===== src/rtl/rxo_pkg.sv =====
package rxo_pkg;

    typedef enum logic [1:0] {
        MODE_HALF = 2'd0,
        MODE_WORD = 2'd1,
        MODE_DDR  = 2'd2
    } rxo_mode_e;

    // The DDR select dominates; the clock-rate select only matters on the 10-bit bus.
    function automatic rxo_mode_e rxo_decode(input logic ddr, input logic word_clk);
        if (ddr)           return MODE_DDR;
        else if (word_clk) return MODE_WORD;
        else               return MODE_HALF;
    endfunction

endpackage


===== src/rtl/rxo_phase.sv =====
module rxo_phase #(
    parameter int WORD_BITS = 10,
    parameter int SLIP_BITS = 4,
    localparam int PH_W = $clog2(WORD_BITS)
) (
    input  logic                 clk,
    input  logic                 rst,
    input  logic                 realign_i,
    input  logic [SLIP_BITS-1:0] slip_i,
    output logic [PH_W-1:0]      ph_nxt_o,
    output logic                 adv_o,
    output logic                 word_odd_o
);
    localparam logic [PH_W-1:0] PH_LAST = PH_W'(WORD_BITS - 1);

    typedef struct packed {
        logic [PH_W-1:0]      ph;
        logic [1:0]           widx;
        logic [SLIP_BITS-1:0] hold;
    } phase_t;

    phase_t s_d, s_q;
    logic   take;
    logic   adv;

    always_comb begin
        s_d  = s_q;
        take = realign_i && (slip_i != '0) && (s_q.hold == '0);
        adv  = !take && (s_q.hold == '0);
        if (take)
            s_d.hold = slip_i - 1'b1;
        else if (s_q.hold != '0)
            s_d.hold = s_q.hold - 1'b1;
        if (adv) begin
            if (s_q.ph == PH_LAST) begin
                s_d.ph   = '0;
                s_d.widx = s_q.widx + 2'd1;
            end else begin
                s_d.ph = s_q.ph + 1'b1;
            end
        end
    end

    always_ff @(posedge clk) begin
        if (rst) begin
            s_q.ph   <= PH_LAST;
            s_q.widx <= 2'd3;
            s_q.hold <= '0;
        end else begin
            s_q <= s_d;
        end
    end

    assign ph_nxt_o   = s_d.ph;
    assign adv_o      = adv;
    assign word_odd_o = s_q.widx[0];

    // the bit-time phase never leaves the word
    a_r2_phase_in_range: assert property (@(posedge clk) disable iff (rst)
        s_q.ph <= PH_LAST);

    // word index steps by one at each boundary crossing
    a_r3_widx_steps: assert property (@(posedge clk) disable iff (rst)
        (adv && s_q.ph == PH_LAST) |=> (s_q.widx == $past(s_q.widx) + 2'd1));

    // a hold in progress blocks phase advance
    a_r7_phase_frozen: assert property (@(posedge clk) disable iff (rst)
        (s_q.hold != '0) |=> $stable(s_q.ph));
endmodule


===== src/rtl/rxo_clkgen.sv =====
module rxo_clkgen
    import rxo_pkg::*;
#(
    parameter int WORD_BITS = 10,
    localparam int PH_W = $clog2(WORD_BITS)
) (
    input  logic            clk,
    input  logic            rst,
    input  rxo_mode_e       mode_i,
    input  logic            adv_i,
    input  logic [PH_W-1:0] ph_nxt_i,
    input  logic            word_odd_i,
    output logic            bclk0_o,
    output logic            bclk1_o
);
    localparam logic [PH_W-1:0] PH_MID = PH_W'(WORD_BITS / 2);

    typedef struct packed {
        logic b0;
        logic b1;
    } clk_t;

    clk_t c_d, c_q;

    always_comb begin
        c_d = c_q;
        if (adv_i) begin
            if (mode_i == MODE_HALF) begin
                if (ph_nxt_i == PH_MID) begin
                    c_d.b1 = !word_odd_i;
                    c_d.b0 = word_odd_i;
                end
            end else begin
                c_d.b1 = 1'b0;
                if (ph_nxt_i == PH_MID)
                    c_d.b0 = 1'b1;
                else if (ph_nxt_i == '0)
                    c_d.b0 = 1'b0;
            end
        end
    end

    always_ff @(posedge clk) begin
        if (rst) c_q <= '0;
        else     c_q <= c_d;
    end

    assign bclk0_o = c_q.b0;
    assign bclk1_o = c_q.b1;

    // half-rate pair stays complementary once started
    a_r9_pair_opposite: assert property (@(posedge clk) disable iff (rst)
        (mode_i == MODE_HALF && $past(mode_i) == MODE_HALF && (c_q.b0 || c_q.b1))
        |-> (c_q.b0 != c_q.b1));

    // second clock low outside half-rate mode
    a_r4_bclk1_low: assert property (@(posedge clk) disable iff (rst)
        ($past(mode_i) != MODE_HALF && $past(adv_i)) |-> !c_q.b1);
endmodule


===== src/rtl/rxo_dataout.sv =====
module rxo_dataout
    import rxo_pkg::*;
#(
    parameter int WORD_BITS = 10,
    localparam int PH_W = $clog2(WORD_BITS),
    localparam int HALF = WORD_BITS / 2
) (
    input  logic                 clk,
    input  logic                 rst,
    input  rxo_mode_e            mode_i,
    input  logic                 adv_i,
    input  logic [PH_W-1:0]      ph_nxt_i,
    input  logic [WORD_BITS-1:0] code_i,
    output logic [WORD_BITS-1:0] rx_data_o
);
    localparam logic [PH_W-1:0] PH_LO = PH_W'(HALF - HALF / 2);
    localparam logic [PH_W-1:0] PH_HI = PH_W'(WORD_BITS - HALF / 2);

    typedef struct packed {
        logic [WORD_BITS-1:0] hold;
        logic [WORD_BITS-1:0] rd;
    } dout_t;

    dout_t d_d, d_q;
    logic [WORD_BITS-1:0] lo_ext, hi_ext;

    assign lo_ext = {{(WORD_BITS-HALF){1'b0}}, d_q.hold[HALF-1:0]};
    assign hi_ext = {{(WORD_BITS-HALF){1'b0}}, d_q.hold[WORD_BITS-1:HALF]};

    always_comb begin
        d_d = d_q;
        if (adv_i) begin
            if (ph_nxt_i == '0) begin
                d_d.hold = code_i;
                if (mode_i != MODE_DDR)
                    d_d.rd = code_i;
            end
            if (mode_i == MODE_DDR) begin
                if (ph_nxt_i == PH_LO)
                    d_d.rd = lo_ext;
                else if (ph_nxt_i == PH_HI)
                    d_d.rd = hi_ext;
            end
        end
    end

    always_ff @(posedge clk) begin
        if (rst) d_q <= '0;
        else     d_q <= d_d;
    end

    assign rx_data_o = d_q.rd;

    // upper lines low whenever the DDR bus updates
    a_r6_upper_low: assert property (@(posedge clk) disable iff (rst)
        ($past(mode_i) == MODE_DDR && !$stable(d_q.rd))
        |-> (d_q.rd[WORD_BITS-1:HALF] == '0));
endmodule


===== src/rtl/rx_byteclk_out.sv =====
module rx_byteclk_out
    import rxo_pkg::*;
#(
    parameter int WORD_BITS = 10,
    parameter int SLIP_BITS = 4
) (
    input  logic                 clk,
    input  logic                 rst,
    input  logic                 sel_ddr_i,
    input  logic                 sel_word_clk_i,
    input  logic [WORD_BITS-1:0] code_i,
    input  logic                 realign_i,
    input  logic [SLIP_BITS-1:0] slip_i,
    output logic [WORD_BITS-1:0] rx_data_o,
    output logic                 bclk0_o,
    output logic                 bclk1_o
);
    localparam int PH_W  = $clog2(WORD_BITS);
    localparam int CNT_W = PH_W + 2;

    rxo_mode_e       mode;
    logic [PH_W-1:0] ph_nxt;
    logic            adv;
    logic            word_odd;

    assign mode = rxo_decode(sel_ddr_i, sel_word_clk_i);

    rxo_phase #(.WORD_BITS(WORD_BITS), .SLIP_BITS(SLIP_BITS)) u_phase (
        .clk        (clk),
        .rst        (rst),
        .realign_i  (realign_i),
        .slip_i     (slip_i),
        .ph_nxt_o   (ph_nxt),
        .adv_o      (adv),
        .word_odd_o (word_odd)
    );

    rxo_clkgen #(.WORD_BITS(WORD_BITS)) u_clkgen (
        .clk        (clk),
        .rst        (rst),
        .mode_i     (mode),
        .adv_i      (adv),
        .ph_nxt_i   (ph_nxt),
        .word_odd_i (word_odd),
        .bclk0_o    (bclk0_o),
        .bclk1_o    (bclk1_o)
    );

    rxo_dataout #(.WORD_BITS(WORD_BITS)) u_dataout (
        .clk       (clk),
        .rst       (rst),
        .mode_i    (mode),
        .adv_i     (adv),
        .ph_nxt_i  (ph_nxt),
        .code_i    (code_i),
        .rx_data_o (rx_data_o)
    );

    // Checker state: duration of the current bclk0 level under a constant mode
    logic [CNT_W-1:0] run_q;
    logic             prev_b0_q;
    logic             seen_q;
    rxo_mode_e        mode_prev_q;
    logic [CNT_W-1:0] nominal;

    assign nominal = (mode == MODE_HALF) ? CNT_W'(WORD_BITS) : CNT_W'(WORD_BITS / 2);

    always_ff @(posedge clk) begin
        if (rst) begin
            run_q       <= '0;
            prev_b0_q   <= 1'b0;
            seen_q      <= 1'b0;
            mode_prev_q <= MODE_HALF;
        end else begin
            prev_b0_q   <= bclk0_o;
            mode_prev_q <= mode;
            if (bclk0_o != prev_b0_q)
                run_q <= CNT_W'(1);
            else if (run_q != '1)
                run_q <= run_q + 1'b1;
            if (mode != mode_prev_q)
                seen_q <= 1'b0;
            else if (bclk0_o != prev_b0_q)
                seen_q <= 1'b1;
        end
    end

    // no bclk0 phase shorter than nominal
    a_r8_min_width: assert property (@(posedge clk) disable iff (rst)
        (bclk0_o != prev_b0_q && seen_q && mode == mode_prev_q) |-> (run_q >= nominal));

    // every output frozen while the phase holds
    a_r7_outputs_hold: assert property (@(posedge clk) disable iff (rst)
        !adv |=> ($stable(bclk0_o) && $stable(bclk1_o) && $stable(rx_data_o)));

    // reset state
    a_r1_reset_state: assert property (@(posedge clk)
        $past(rst) |-> (!bclk0_o && !bclk1_o && rx_data_o == '0));
endmodule


===== config.mk =====
export PLATFORM = sky130hd
export DESIGN_NAME = rx_byteclk_out
export DESIGN_NICKNAME = d
export VERILOG_FILES = /design/src/rtl/rxo_pkg.sv /design/src/rtl/rxo_phase.sv /design/src/rtl/rxo_clkgen.sv /design/src/rtl/rxo_dataout.sv /design/src/rtl/rx_byteclk_out.sv
export SDC_FILE = /design/constraint.sdc
export NUM_CORES = 1
export LEC_CHECK = 0
export BUFFER_PORTS_ARGS = -buffer_cell sky130_fd_sc_hd__buf_2
export CAP_MARGIN = 20
export CELL_PAD_IN_SITES_DETAIL_PLACEMENT = 1
export CELL_PAD_IN_SITES_GLOBAL_PLACEMENT = 1
export CORE_MARGIN = 10
export CORE_UTILIZATION = 44
export DETAILED_ROUTE_END_ITERATION = 8
export GPL_TIMING_DRIVEN = 0
export PLACE_DENSITY_LB_ADDON = 0.1
export SLEW_MARGIN = 5
export SYNTH_ARGS = -nofsm -noshare
export SYNTH_HDL_FRONTEND = slang
export SYNTH_SLANG_ARGS = --single-unit
export TNS_END_PERCENT = 30

===== constraint.sdc =====
create_clock -name clk -period 4.38 [get_ports clk]
set_input_delay 0.438 -clock clk [delete_from_list [all_inputs] [get_ports clk]]
set_output_delay 0.438 -clock clk [all_outputs]
set_load 0.005 [all_outputs]

---- After elaboration in Yosys (flattened, before gate mapping) ----
Index checks and enable logic that the tools add are counted.
cells by class
  $add $sub $neg .......................... 4
  equality and inequality tests ........... 7
  muxes and demuxes ....................... 16
  reductions and logical operators ........ 16
operators with widths
  kind                   number
  $mux W10               5
  $mux W4                3
  $eq A4 B4 Y1 const B   2
  $logic_not A4 Y1       2
  $mux W2                4
  $reduce_bool A4 Y1     2
  $sub A4 B1 Y4 const B  2
  $mux W6                1
  $reduce_and A2 Y1      3
  $add A4 B1 Y4 const B  1
  $eq A4 B2 Y1 const B   1
  $eq A4 B3 Y1 const B   1
  $reduce_bool A2 Y1     2
  $logic_and A1 B1 Y1    3
  $mux W1                3
  $reduce_and A3 Y1      1
  $add A2 B1 Y2 const B  1
  $eq A2 B2 Y1 const B   1
  $logic_not A1 Y1       2
  $logic_not A2 Y1       1
  $ne A2 B1 Y1 const B   1
  $ne A2 B2 Y1 const B   1
word-level totals
  flip-flop bits (word level) ............. 32
  bits of input ports ..................... 19
  output and inout bits ................... 12
  word-level logic and storage cells ...... 50

---- Longest topological paths before layout ----
Gate-level depths: netlist of run 1.
  word-level depth ........................ 11
  depth in mapped cells ................... 7
  depth with buffers taken out ............ 5

---- Hierarchy ----
A second synthesis of run 1 with hierarchy kept.
second synthesis, totals
  cell total of the unflattened synthesis .. 165
  area total of the unflattened synthesis .. 1,654.1 um^2
by module, submodules not included
  module          instances  cells an instance  area each (um^2)  sequential area each (um^2)
  rxo_dataout     1          96                 967.2             400.4
  rxo_phase       1          53                 526.8             180.2
  rxo_clkgen      1          15                 146.4             40.0
  rx_byteclk_out  1          1                  13.8              0.0

---- Worst setup path after synthesis of run 1 ----
Ideal clock, no wire load.
  path kind ............................... reg-to-reg
  start ................................... register u_phase.s_q[3] (netlist bit)
  end ..................................... register u_dataout.d_q, in the netlist u_dataout.rx_data_o[4]
  setup time .............................. 137 ps
  data arrival time ....................... 2,002 ps
  required time ........................... 4,243 ps
  setup slack ............................. 2,241 ps
  stages on the path, launching flop included .. 8
  buffers on the path ..................... 2
  clock period less this slack ............ 2,139 ps
  path through ............................ dfxtp_1 or4_1 buf_2 or3_1 buf_6 and3_1 o311ai_0 o211ai_1
between the ends
  word-level cells in the longest chain between the ends .. 10
  elaborated cells on any way between the ends .. 12
  those cells by class .................... 2 x eq/ne; 5 x mux; 5 x reduce/logical
RTL lines
  what                     line                              RTL
  start: declaration       rxo_phase.sv:22                   phase_t s_d, s_q;
  $logic_not A4 Y1 (*)     rxo_phase.sv:28, rxo_phase.sv:29
  $logic_and A1 B1 Y1      rxo_phase.sv:28                   take = realign_i && (slip_i != '0) && (s_q.hold == '0);
  $logic_not A1 Y1         rxo_phase.sv:29                   adv = !take && (s_q.hold == '0);
  $logic_and A1 B1 Y1 (*)  rxo_phase.sv:29
  $mux W6                  rxo_phase.sv:34                   if (adv) begin
  $logic_not A4 Y1         rxo_dataout.sv:33                 if (ph_nxt_i == '0) begin
  $mux W10                 rxo_dataout.sv:33
  $mux W10                 rxo_dataout.sv:41                 else if (ph_nxt_i == PH_HI)
  $mux W10                 rxo_dataout.sv:39                 if (ph_nxt_i == PH_LO)
  $mux W10                 rxo_dataout.sv:38                 if (mode_i == MODE_DDR) begin
  end signal: assignment   rxo_dataout.sv:48                 if (rst) d_q <= '0;
  end signal: assignment   rxo_dataout.sv:49                 else d_q <= d_d;
  end: declaration         rxo_dataout.sv:24                 dout_t d_d, d_q;
Mark *: on every way between the ends. The rest lies on a longest branch, timed or not.
A chain may end at the register's enable or synchronous reset.

---- Final worst setup path of run 1 ----
  start ................................... register u_phase.s_q[3] (netlist bit)
  end ..................................... register u_dataout.d_q, in the netlist u_dataout.rx_data_o[0]
The elaborated chain is that of the path after synthesis.

==> run_results.csv, run 1 <==
group,metric,value,unit
routing,dr.pass1.iters,4,
critical_path,crit_slowest_cell,"or4_1",
critical_path,critical_path.cell_chain,"or4_1 > buf_2 > o21ai_0 > clkbuf_1 > a21boi_0 > o311ai_0 > o211ai_1",
clock_network,clk_latency,300,ps
die,initial_core_util,45.8,%
place,gp_congestion,0.881,
die,ios,31,
clock_network,cts_made_buffers,5,
cells_and_area,layout-drive-gt1-share,23.6,%
cells_and_area,ff_latch_area,621,um^2
cells_and_area,multiInputGateArea,936,um^2
clock_network,ctsHoldBuffers,0,
place,port_buffers,29,
routing,ant_nets,0,
synthesis,synth-seq-cells,31,
worst_hold_path,min_from,"code_i[2]",
die,die_h,82.0,um
die,die_area,0.00672,mm^2
sta,fin_skew,8.75,ps
sta,fin_ws,1780,ps
critical_path,startpoint,"u_phase.s_q[3]",
place,dp_worst_setup_slack,1860,ps
clock_network,cts_tree,"yes",
global_routing,grt_pass1_wl,8310,um
place,hpwl,3770,um
pwr,p_leak,0.000853,uW
sta,hold_viol,0,
global_routing,antenna_found_initial,0,
synthesis,synth-edff-count,0,
synthesis,synth_fp_nets,215,
routing,drt_iter0_drc,113,
critical_path,end_kind,"register",
die,core-area,0.00369,mm^2
sta,max_freq,385,MHz
clock_network,clkTransAtPathRegs,70,ps
die,die_w,82.0,um
cells_and_area,final_nets,252,
clock_network,clockRootBuffer,"clkbuf_8",
critical_path,critPathMaxFanout,10,
critical_path,crit_path_max_incr_delay,530,ps
critical_path,cp.required,4550,ps
critical_path,rr_startpoint,"u_phase.s_q[3]",
pwr,vdd_ir_drop_max,257,uV
clock_network,cts_resized,0,
synthesis,synth-async-reset-ratio,0,%
cells_and_area,n_antenna_cell,0,
synthesis,syn_inst,195,
global_routing,grt_max_degree,11,
routing,drt_wl_total,5080,um
sta,period_share,59.3,%
sta,min_period,2600,ps
routing,wl_per_cell,18.1,um
global_routing,grt_pass1_vias,1744,
sta,rsz0062_at_grt,"false",
cells_and_area,areaGrowthSynthToFinish,19.4,%
die,rows,22,
critical_path,critPathKind,"reg2reg",
routing,vias,1633,
global_routing,grt_overflow,0,
critical_path,cp.arrival,2760,ps
synthesis,ys_seq_area_share,36.7,%
synthesis,yosysWarnings,0,
synthesis,avgSynthCellArea,8.67,um^2
clock_network,cts_max_level,2,
pwr,power_density,553,mW/mm^2
synthesis,synth_cell_type_count,45,
critical_path,critPathLaunchType,"register",
synthesis,netlist_area,0.00169,mm^2
cells_and_area,fill_cells,447,
job,drv_cap,0,
sta,worst_pin_slew,1030,ps
sta,tns,0,ps
sta,whs,398,ps
sta,setup_viol,0,
clock_network,cts_setup_buffers,0,
cells_and_area,mostFrequentLayoutCells,"buf_2 (31), dfxtp_1 (31), nor2_1 (24)",
worst_hold_path,min_path_type,"in2reg",
clock_network,cts_max_path_buffers,2,
outcome,status,"finished clean",
sta,relSlewSlack,30.9,%
sta,slew_viol_final,0,
routing,drc,0,
routing,viasPerCell,5.81,
global_routing,track_usage,15.9,%
clock_network,clkSinkCount,31,
synthesis,ys.flop_type,"dfxtp_1",
[final timing paths]
path,to,cells past startpoint,slack [ps]
worst max-delay path,u_dataout.rx_data_o[0],7,1780
worst min-delay path,u_dataout.d_q[12],3,400
worst max register to register,u_dataout.rx_data_o[0],7,1780
worst min register to register,u_clkgen.bclk1_o,2,470
[flip-flops by register name, indices dropped and copies added, names as in the netlist]
name                 flops
u_dataout.rx_data_o     10
u_phase.s_q              8
u_dataout.d_q           10
u_phase.word_odd_o       1
u_clkgen.bclk0_o         1
u_clkgen.bclk1_o         1
[routing by layer]
metal / vias to the layer above / part of all wire, % / global-route usage [%]
li1: 793 / - / -
met1: 794 / 43 / 17.6
met2: 37 / 50 / 27.8
met3: 9 / 5.2 / 4.37
met4: 0 / 1.9 / 7.14
met5: - / 0 / 0
[through the flow]
stage          util (%)  power [uW]  cell area [um^2]  cells
2_1_floorplan         -         690              1690    195
3_3_place_gp       51.4         780              1900    272
3_5_place_dp       51.4         812              1900    272
4_1_cts            54.6        1110              2010    280
5_1_grt            54.7        1180              2020    281
6_report           54.7        1120              2020    281
[power breakdown]
part           switching, uW  total [uW]  internal (uW)
logic                    238         424            186
clock network            114         298            184
registers               48.5         393            345
total                    401        1120            714
[Yosys cell counts, types with 2 or more instances]
cell type / instances / area share, %
o21ai_0: 7 / 2.1
nand3_1: 3 / 0.89
nor3_1: 3 / 0.89
o31ai_1: 3 / 1.3
nand4_1: 2 / 0.74
xor2_1: 3 / 1.6
mux2i_1: 11 / 6.5
a211oi_1: 2 / 0.89
nand2b_1: 3 / 1.1
xnor2_1: 2 / 1.0
o211ai_1: 7 / 3.1
nor2_1: 24 / 5.3
buf_2: 2 / 0.59
a21boi_0: 5 / 2.2
and2_1: 2 / 0.74
a21o_1: 2 / 0.89
or2_2: 2 / 0.74
buf_4: 10 / 4.4
clkbuf_1: 8 / 1.8
inv_1: 2 / 0.44
or4_1: 2 / 0.89
and3_1: 4 / 1.5
o41ai_1: 2 / 1.0
a22oi_1: 5 / 2.2
a21oi_1: 6 / 1.8
or3_1: 2 / 0.74
o311ai_0: 8 / 4.1
a31oi_1: 2 / 0.74
o21a_1: 6 / 2.7
nand2_1: 10 / 2.2
dfxtp_1: 31 / 37
[logic make-up after synthesis]
| family | Yosys count | share of synthesized area, % |
|---|---|---|
| DFF | 31 | 36.7 |
| and+or+nand+nor | 64 | 19.7 |
| AOI/OAI and AO/OA | 60 | 25.8 |
| buffers and inverters | 23 | 7.92 |
| adders and majority gates | 1 | 0.740 |
| xor gates and xnor gates | 5 | 2.59 |
| muxes | 11 | 6.51 |
[worst max-delay path: cells and delay by family (launching register included)]
kind / cells / cell delay, ps
flops: 1 / 330
buf+inv: 2 / 550
compound gates: 4 / 1060
simple gates: 1 / 530
[layout make-up]
cell class / instances / area share, %
Multi-Input combinational cell: 141 / 46.4
Sequential cell: 31 / 30.8
Timing Repair Buffer: 30 / 7.44
Buffer: 21 / 6.26
Clock buffer: 6 / 4.09
Tap cell: 48 / 2.98
Clock inverter: 2 / 1.74
Inverter: 2 / 0.372
(Power assumes the default switching activity.)
==> inputs of run 2 (changes only) <==
Settings changed: CORE_UTILIZATION 44 to 37.
Clock period 4.38 ns to 2.17 ns, I/O delays scaled along.
==> run 2 against run 1 <==
Effect of this change: cell count grew 0.71%; combinational power rose by 140%; setup slack worse by 1700 ps; non-clock buffer count down 2; sequential cell count is the same; routed wire length is 2.2% lower; total power is 120% higher; clock power up 99%; highest routed layer unchanged; clock-buffer cell count is the same; core utilization is 4.7 points lower; largest cell class unchanged.
==> run_results.csv, run 2 (synthesized netlist as in run 1, its figures left out) <==
group,metric,value,unit
outcome,status,"finished clean",
critical_path,critPathLaunchType,"register",
sta,period_share,97.9,%
sta,slew_viol_final,0,
routing,drt_wl_total,4970,um
routing,wl_per_cell,17.6,um
sta,tns,0,ps
routing,vias,1595,
cells_and_area,ff_latch_area,623,um^2
clock_network,cts_tree,"yes",
sta,setup_viol,0,
routing,drc,0,
cells_and_area,mostFrequentLayoutCell,"buf_2",
cells_and_area,areaGrowthSynthToFinish,29.7,%
place,port_buffers,29,
clock_network,clockRootBuffer,"clkbuf_8",
place,placed_cells,276,
cells_and_area,fin_cells,283,
die,ios,31,
worst_hold_path,min_path_type,"in2reg",
sta,max_freq,471,MHz
global_routing,grt_pass1_wl,8180,um
sta,relSlewSlack,61.8,%
clock_network,clkSinkCount,31,
sta,min_period,2120,ps
die,die_h,87.6,um
routing,drt_iter0_drc,42,
pwr,p_leak,0.000879,uW
pwr,power,2400,uW
job,drv_cap,0,
pwr,vdd_ir_drop_max,398,uV
die,die_w,87.6,um
clock_network,clk_latency,280,ps
sta,hold_viol,0,
cells_and_area,multiInputGateArea,0.00110,mm^2
pwr,power_density,1100,mW/mm^2
critical_path,cp.required,2330,ps
die,die_area,0.00767,mm^2
clock_network,cts_max_level,2,
global_routing,antenna_found_initial,0,
routing,viasPerCell,5.64,
routing,ant_nets,0,
clock_network,clkTransAtPathRegs,70,ps
critical_path,end_kind,"register",
sta,rsz0062_at_grt,"true",
critical_path,cp.arrival,2290,ps
place,hpwl,3640,um
clock_network,cts_max_path_buffers,2,
global_routing,grt_pass1_vias,1677,
global_routing,grt_max_degree,11,
die,initial_core_util,38.6,%
cells_and_area,mostFrequentLayoutCells,"buf_2 (30), dfxtp_1 (29), nor2_1 (23)",
die,rows,24,
critical_path,critPathMaxFanout,10,
die,core-area,0.00438,mm^2
clock_network,cts_made_buffers,5,
global_routing,track_usage,13.1,%
global_routing,grt_overflow,0,
place,gp_congestion,0.826,
sta,worst_pin_slew,573,ps
clock_network,ctsHoldBuffers,0,
sta,fin_skew,3.53,ps
cells_and_area,n_antenna_cell,0,
cells_and_area,final_nets,250,
cells_and_area,layout-drive-gt1-share,35.1,%
cells_and_area,fill_cells,518,
place,place_area,0.00190,mm^2
critical_path,critPathKind,"reg2reg",
routing,dr.pass1.iters,3,
cells_and_area,fin_area,0.00219,mm^2
-- run 2: through the flow --
| step | hold slack [ps] | util, % | worst slack [ps] |
|---|---|---|---|
| 3_3_place_gp | 440 | 43.4 | -124 |
| 2_1_floorplan | 361 | - | 30.8 |
| 6_report | 184 | 50.0 | 45.0 |
| 5_1_grt | 191 | 50.0 | -50.4 |
| 3_5_place_dp | 458 | 43.4 | -257 |
| 4_1_cts | 181 | 48.1 | -18.6 |
-- run 2: where the power goes --
| part | internal [uW] | switching, uW | total [uW] |
|---|---|---|---|
| Sequential | 698 | 110 | 809 |
| Clock | 371 | 221 | 593 |
| Combinational | 461 | 539 | 999 |
-- run 2: worst max-delay path, stage by stage (launching register included) --
cell and delay (ps):
dfxtp_2 380, or4b_4 550, or3_4 480, and3_1 230, o311ai_1 230, o211ai_1 130
-- run 2: path summary, 6_finish.rpt --
path	start	end	slack [ps]	cells past startpoint
setup reg to reg	u_phase.s_q[9]	u_dataout.rx_data_o[0]	50	5
hold reg to reg	u_clkgen.bclk1_o	u_clkgen.bclk1_o	460	2
hold / removal	code_i[9]	u_dataout.d_q[19]	180	3
setup / recovery	u_phase.s_q[9]	u_dataout.rx_data_o[0]	50	5
-- run 2: metal layers --
layer / up-vias / GRT usage, % / share of wire (%)
li1: 787 / - / -
met3: 6 / 3.81 / 3.9
met2: 26 / 21.0 / 47
met4: 0 / 3.91 / 1.3
met5: - / 0 / 0
met1: 776 / 16.6 / 47
-- run 2: final cells by class --
cell class	count	share of cell area [%]
clock inverter	2	1.60
sequential	31	28.4
inverter	2	0.342
tap	52	2.97
multi-input combinational	141	50.3
clock buffer	6	3.77
timing repair buffer	30	6.96
buffer	19	5.65
-- run 2: repair_timing --
action,CTS,global route
buffers inserted,1,0
pin swaps,1,12
gates resized for setup,33,21
setup endpoints to repair,19,11
==> inputs of run 3 (changes only) <==
Settings changed: ABC_AREA set to 1, CORE_UTILIZATION 37 to 36, RECOVER_POWER set to 100.
==> run 3 against run 2 <==
Effect of this change: via count grew 18%; largest power group unchanged; clock power down 15%; total power rose by 6.7%.
==> run_results.csv, run 3 <==
group,metric,value,unit
global_routing,grt_max_degree,11,
global_routing,track_usage,12.6,%
job,drv_cap,0,
worst_hold_path,min_path_type,"in2reg",
synthesis,yosysWarnings,0,
die,die_w,93.7,um
synthesis,yosysTopAreaCell,"dfxtp_1",
die,initial_core_util,37.6,%
pwr,pwr-share-seq,29.4,%
global_routing,grt_pass1_wl,9050,um
cells_and_area,layout-drive-gt1-share,26.5,%
cells_and_area,utilization,43.7,%
clock_network,cts_resized,0,
clock_network,cts_tree,"yes",
die,die_area,0.00878,mm^2
cells_and_area,areaGrowthSynthToFinish,16.2,%
clock_network,cts_max_level,2,
routing,wl_per_cell,13.4,um
clock_network,cts_setup_buffers,0,
clock_network,ctsHoldBuffers,0,
pwr,power_density,1130,mW/mm^2
global_routing,grt_overflow,0,
die,ios,31,
outcome,status,"finished clean",
die,core-area,0.00520,mm^2
pwr,pwr-share-comb,50.8,%
cells_and_area,final_nets,340,
routing,drc,0,
synthesis,synth-seq-cells,31,
synthesis,synth_fp_nets,304,
place,gp_congestion,0.808,
sta,slew_viol_final,0,
routing,dr.pass1.iters,4,
sta,worst_pin_slew,583,ps
clock_network,cts_max_path_buffers,2,
synthesis,synth-async-reset-ratio,0,%
critical_path,critPathMaxFanout,10,
pwr,p_leak,0.00115,uW
synthesis,avgSynthCellArea,6.89,um^2
global_routing,antenna_found_initial,0,
sta,setup_viol,0,
die,die_h,93.7,um
sta,rsz0062_at_grt,"false",
synthesis,synth_cell_type_count,28,
pwr,sw_frac_of_total,43.8,%
sta,whs,207,ps
synthesis,synth_top_area_share,31.7,%
synthesis,syn_inst,284,
routing,viasPerCell,4.81,
global_routing,use_met2,20.2,%
pwr,internal-power,1440,uW
sta,relSlewSlack,61.1,%
global_routing,met1_usage,16.1,%
clock_network,cts_made_buffers,5,
critical_path,rr_startpoint,"u_phase.s_q[1]",
routing,drt_iter0_drc,72,
sta,fin_skew,5.59,ps
synthesis,synth-edff-count,0,
place,hpwl,4200,um
critical_path,critPathLaunchType,"register",
pwr,vdd_ir_drop_max,478,uV
critical_path,end_kind,"register",
pwr,power.switching,1120,uW
global_routing,grt_pass1_vias,1941,
worst_hold_path,min_from,"code_i[2]",
synthesis,netlist_area,0.00196,mm^2
sta,hold_viol,0,
clock_network,clkSinkCount,31,
die,rows,26,
synthesis,netlist_top_cells_count,"nand2_1 (69), nand3_1 (34), dfxtp_1 (31), inv_1 (31), o21ai_0 (17)",
sta,max_freq,518,MHz
synthesis,ys.flop_type,"dfxtp_1",
place,port_buffers,29,
routing,vias,1881,
critical_path,cp.arrival,2110,ps
clock_network,clkTransAtPathRegs,70,ps
cells_and_area,n_antenna_cell,0,
critical_path,crit_end,"u_dataout.rx_data_o[2]",
critical_path,worstRegToRegCells,13,
synthesis,synthMostInstantiatedCell,"nand2_1",
synthesis,ys_seq_area_share,31.7,%
pwr,pwr-share-clk,19.8,%
global_routing,gr-max-usage-layer,"met2",
cells_and_area,mostFrequentLayoutCells,"nand2_1 (71), nand3_1 (35), inv_1 (31), dfxtp_1 (31), buf_2 (29)",
clock_network,clk_latency,280,ps
routing,ant_nets,0,
global_routing,grt_use_met3,3.76,%
critical_path,critPathKind,"reg2reg",
synthesis,synth.area.top_cells,"dfxtp_1 (32%), nand2_1 (13%), nand3_1 (8.7%), inv_1 (5.9%), o21ai_0 (4.3%)",
sta,period_share,89.0,%
sta,tns,0,ps
critical_path,rr_endpoint,"u_dataout.rx_data_o[2]",
cells_and_area,mostFrequentLayoutCell,"nand2_1",
critical_path,startpoint,"u_phase.s_q[1]",
sta,min_period,1930,ps
clock_network,clockRootBuffer,"clkbuf_8",
critical_path,r2r_slack,240,ps
critical_path,cp.required,2350,ps
routing,drt_wl_total,5230,um
-- run 3: cell types whose count changed after synthesis, sizes merged, moves of 6 or more --
cell / previous run / this run
o311ai: 9 / 0
mux2i: 11 / 0
a21oi: 6 / 14
nand2: 10 / 84
o21a: 6 / 0
inv: 2 / 35
o211ai: 7 / 0
nand3: 3 / 36
o21ai: 7 / 27
-- run 3: routing by layer --
layer / share of wire [%] / wire length (um)
met5: 0 / 0
met4: 0.94 / 49
met3: 3.7 / 195
met2: 47 / 2450
met1: 48 / 2540
-- run 3: cell families (layout without fill, tap and decap cells) --
group           after synthesis  count (layout)  share of synthesized area, %
compound gates               42              42                          13.2
buf+inv                      56              93                          14.8
flops                        31              31                          31.7
simple gates                153             153                          39.2
xor+xnor                      1               1                         0.448
fa+ha+maj                     1               1                         0.639
-- run 3: worst min-delay path by stage --
stage,endpoint,cells after the start,slack (ps)
after global placement,u_dataout.d_q[17],2,450
final,u_dataout.d_q[12],3,210
after CTS,u_dataout.d_q[12],3,200
after detailed placement,u_dataout.d_q[19],2,450
after floorplan,u_dataout.d_q[10],2,380
after global routing,u_dataout.d_q[12],3,220
-- run 3: final cells by class --
class	instances	area [um^2]
sequential	31	621
inverter	35	134
multi-input combinational	197	1030
tap	70	87.6
timing repair buffer	29	143
buffer	21	156
fill	711	2930
clock buffer	8	100
-- run 3: worst max-delay path, stage by stage, from the launching register on --
cell and delay [ps]:
dfxtp_1 300, inv_1 60, nand2_1 120, nor2_8 170, nand2_4 90, nand2_1 60, nand2_1 140, nor2_4 260
nand2_4 130, buf_6 180, o21ai_2 110, nand2_1 60, nand3_1 80, nand2_1 50
-- run 3: through the flow --
stage / total power [uW] / instance area (um^2) / worst slack (ps) / instances
floorplan: 1800 / 1960 / 526 / 284
global placement: 2070 / 2190 / 280 / 383
detailed placement: 2100 / 2190 / 222 / 383
CTS: 2620 / 2290 / 240 / 391
global route: 2800 / 2270 / 32.4 / 391
finish: 2560 / 2270 / 239 / 391
-- run 3: power groups by stage --
stage | registers, uW | logic (uW) | clock network [uW]
after floorplan | 749 | 1050 | 0
after global placement | 765 | 1300 | 0
after detailed placement | 768 | 1330 | 0
after CTS | 755 | 1340 | 523
after global routing | 768 | 1490 | 550
final | 754 | 1300 | 507
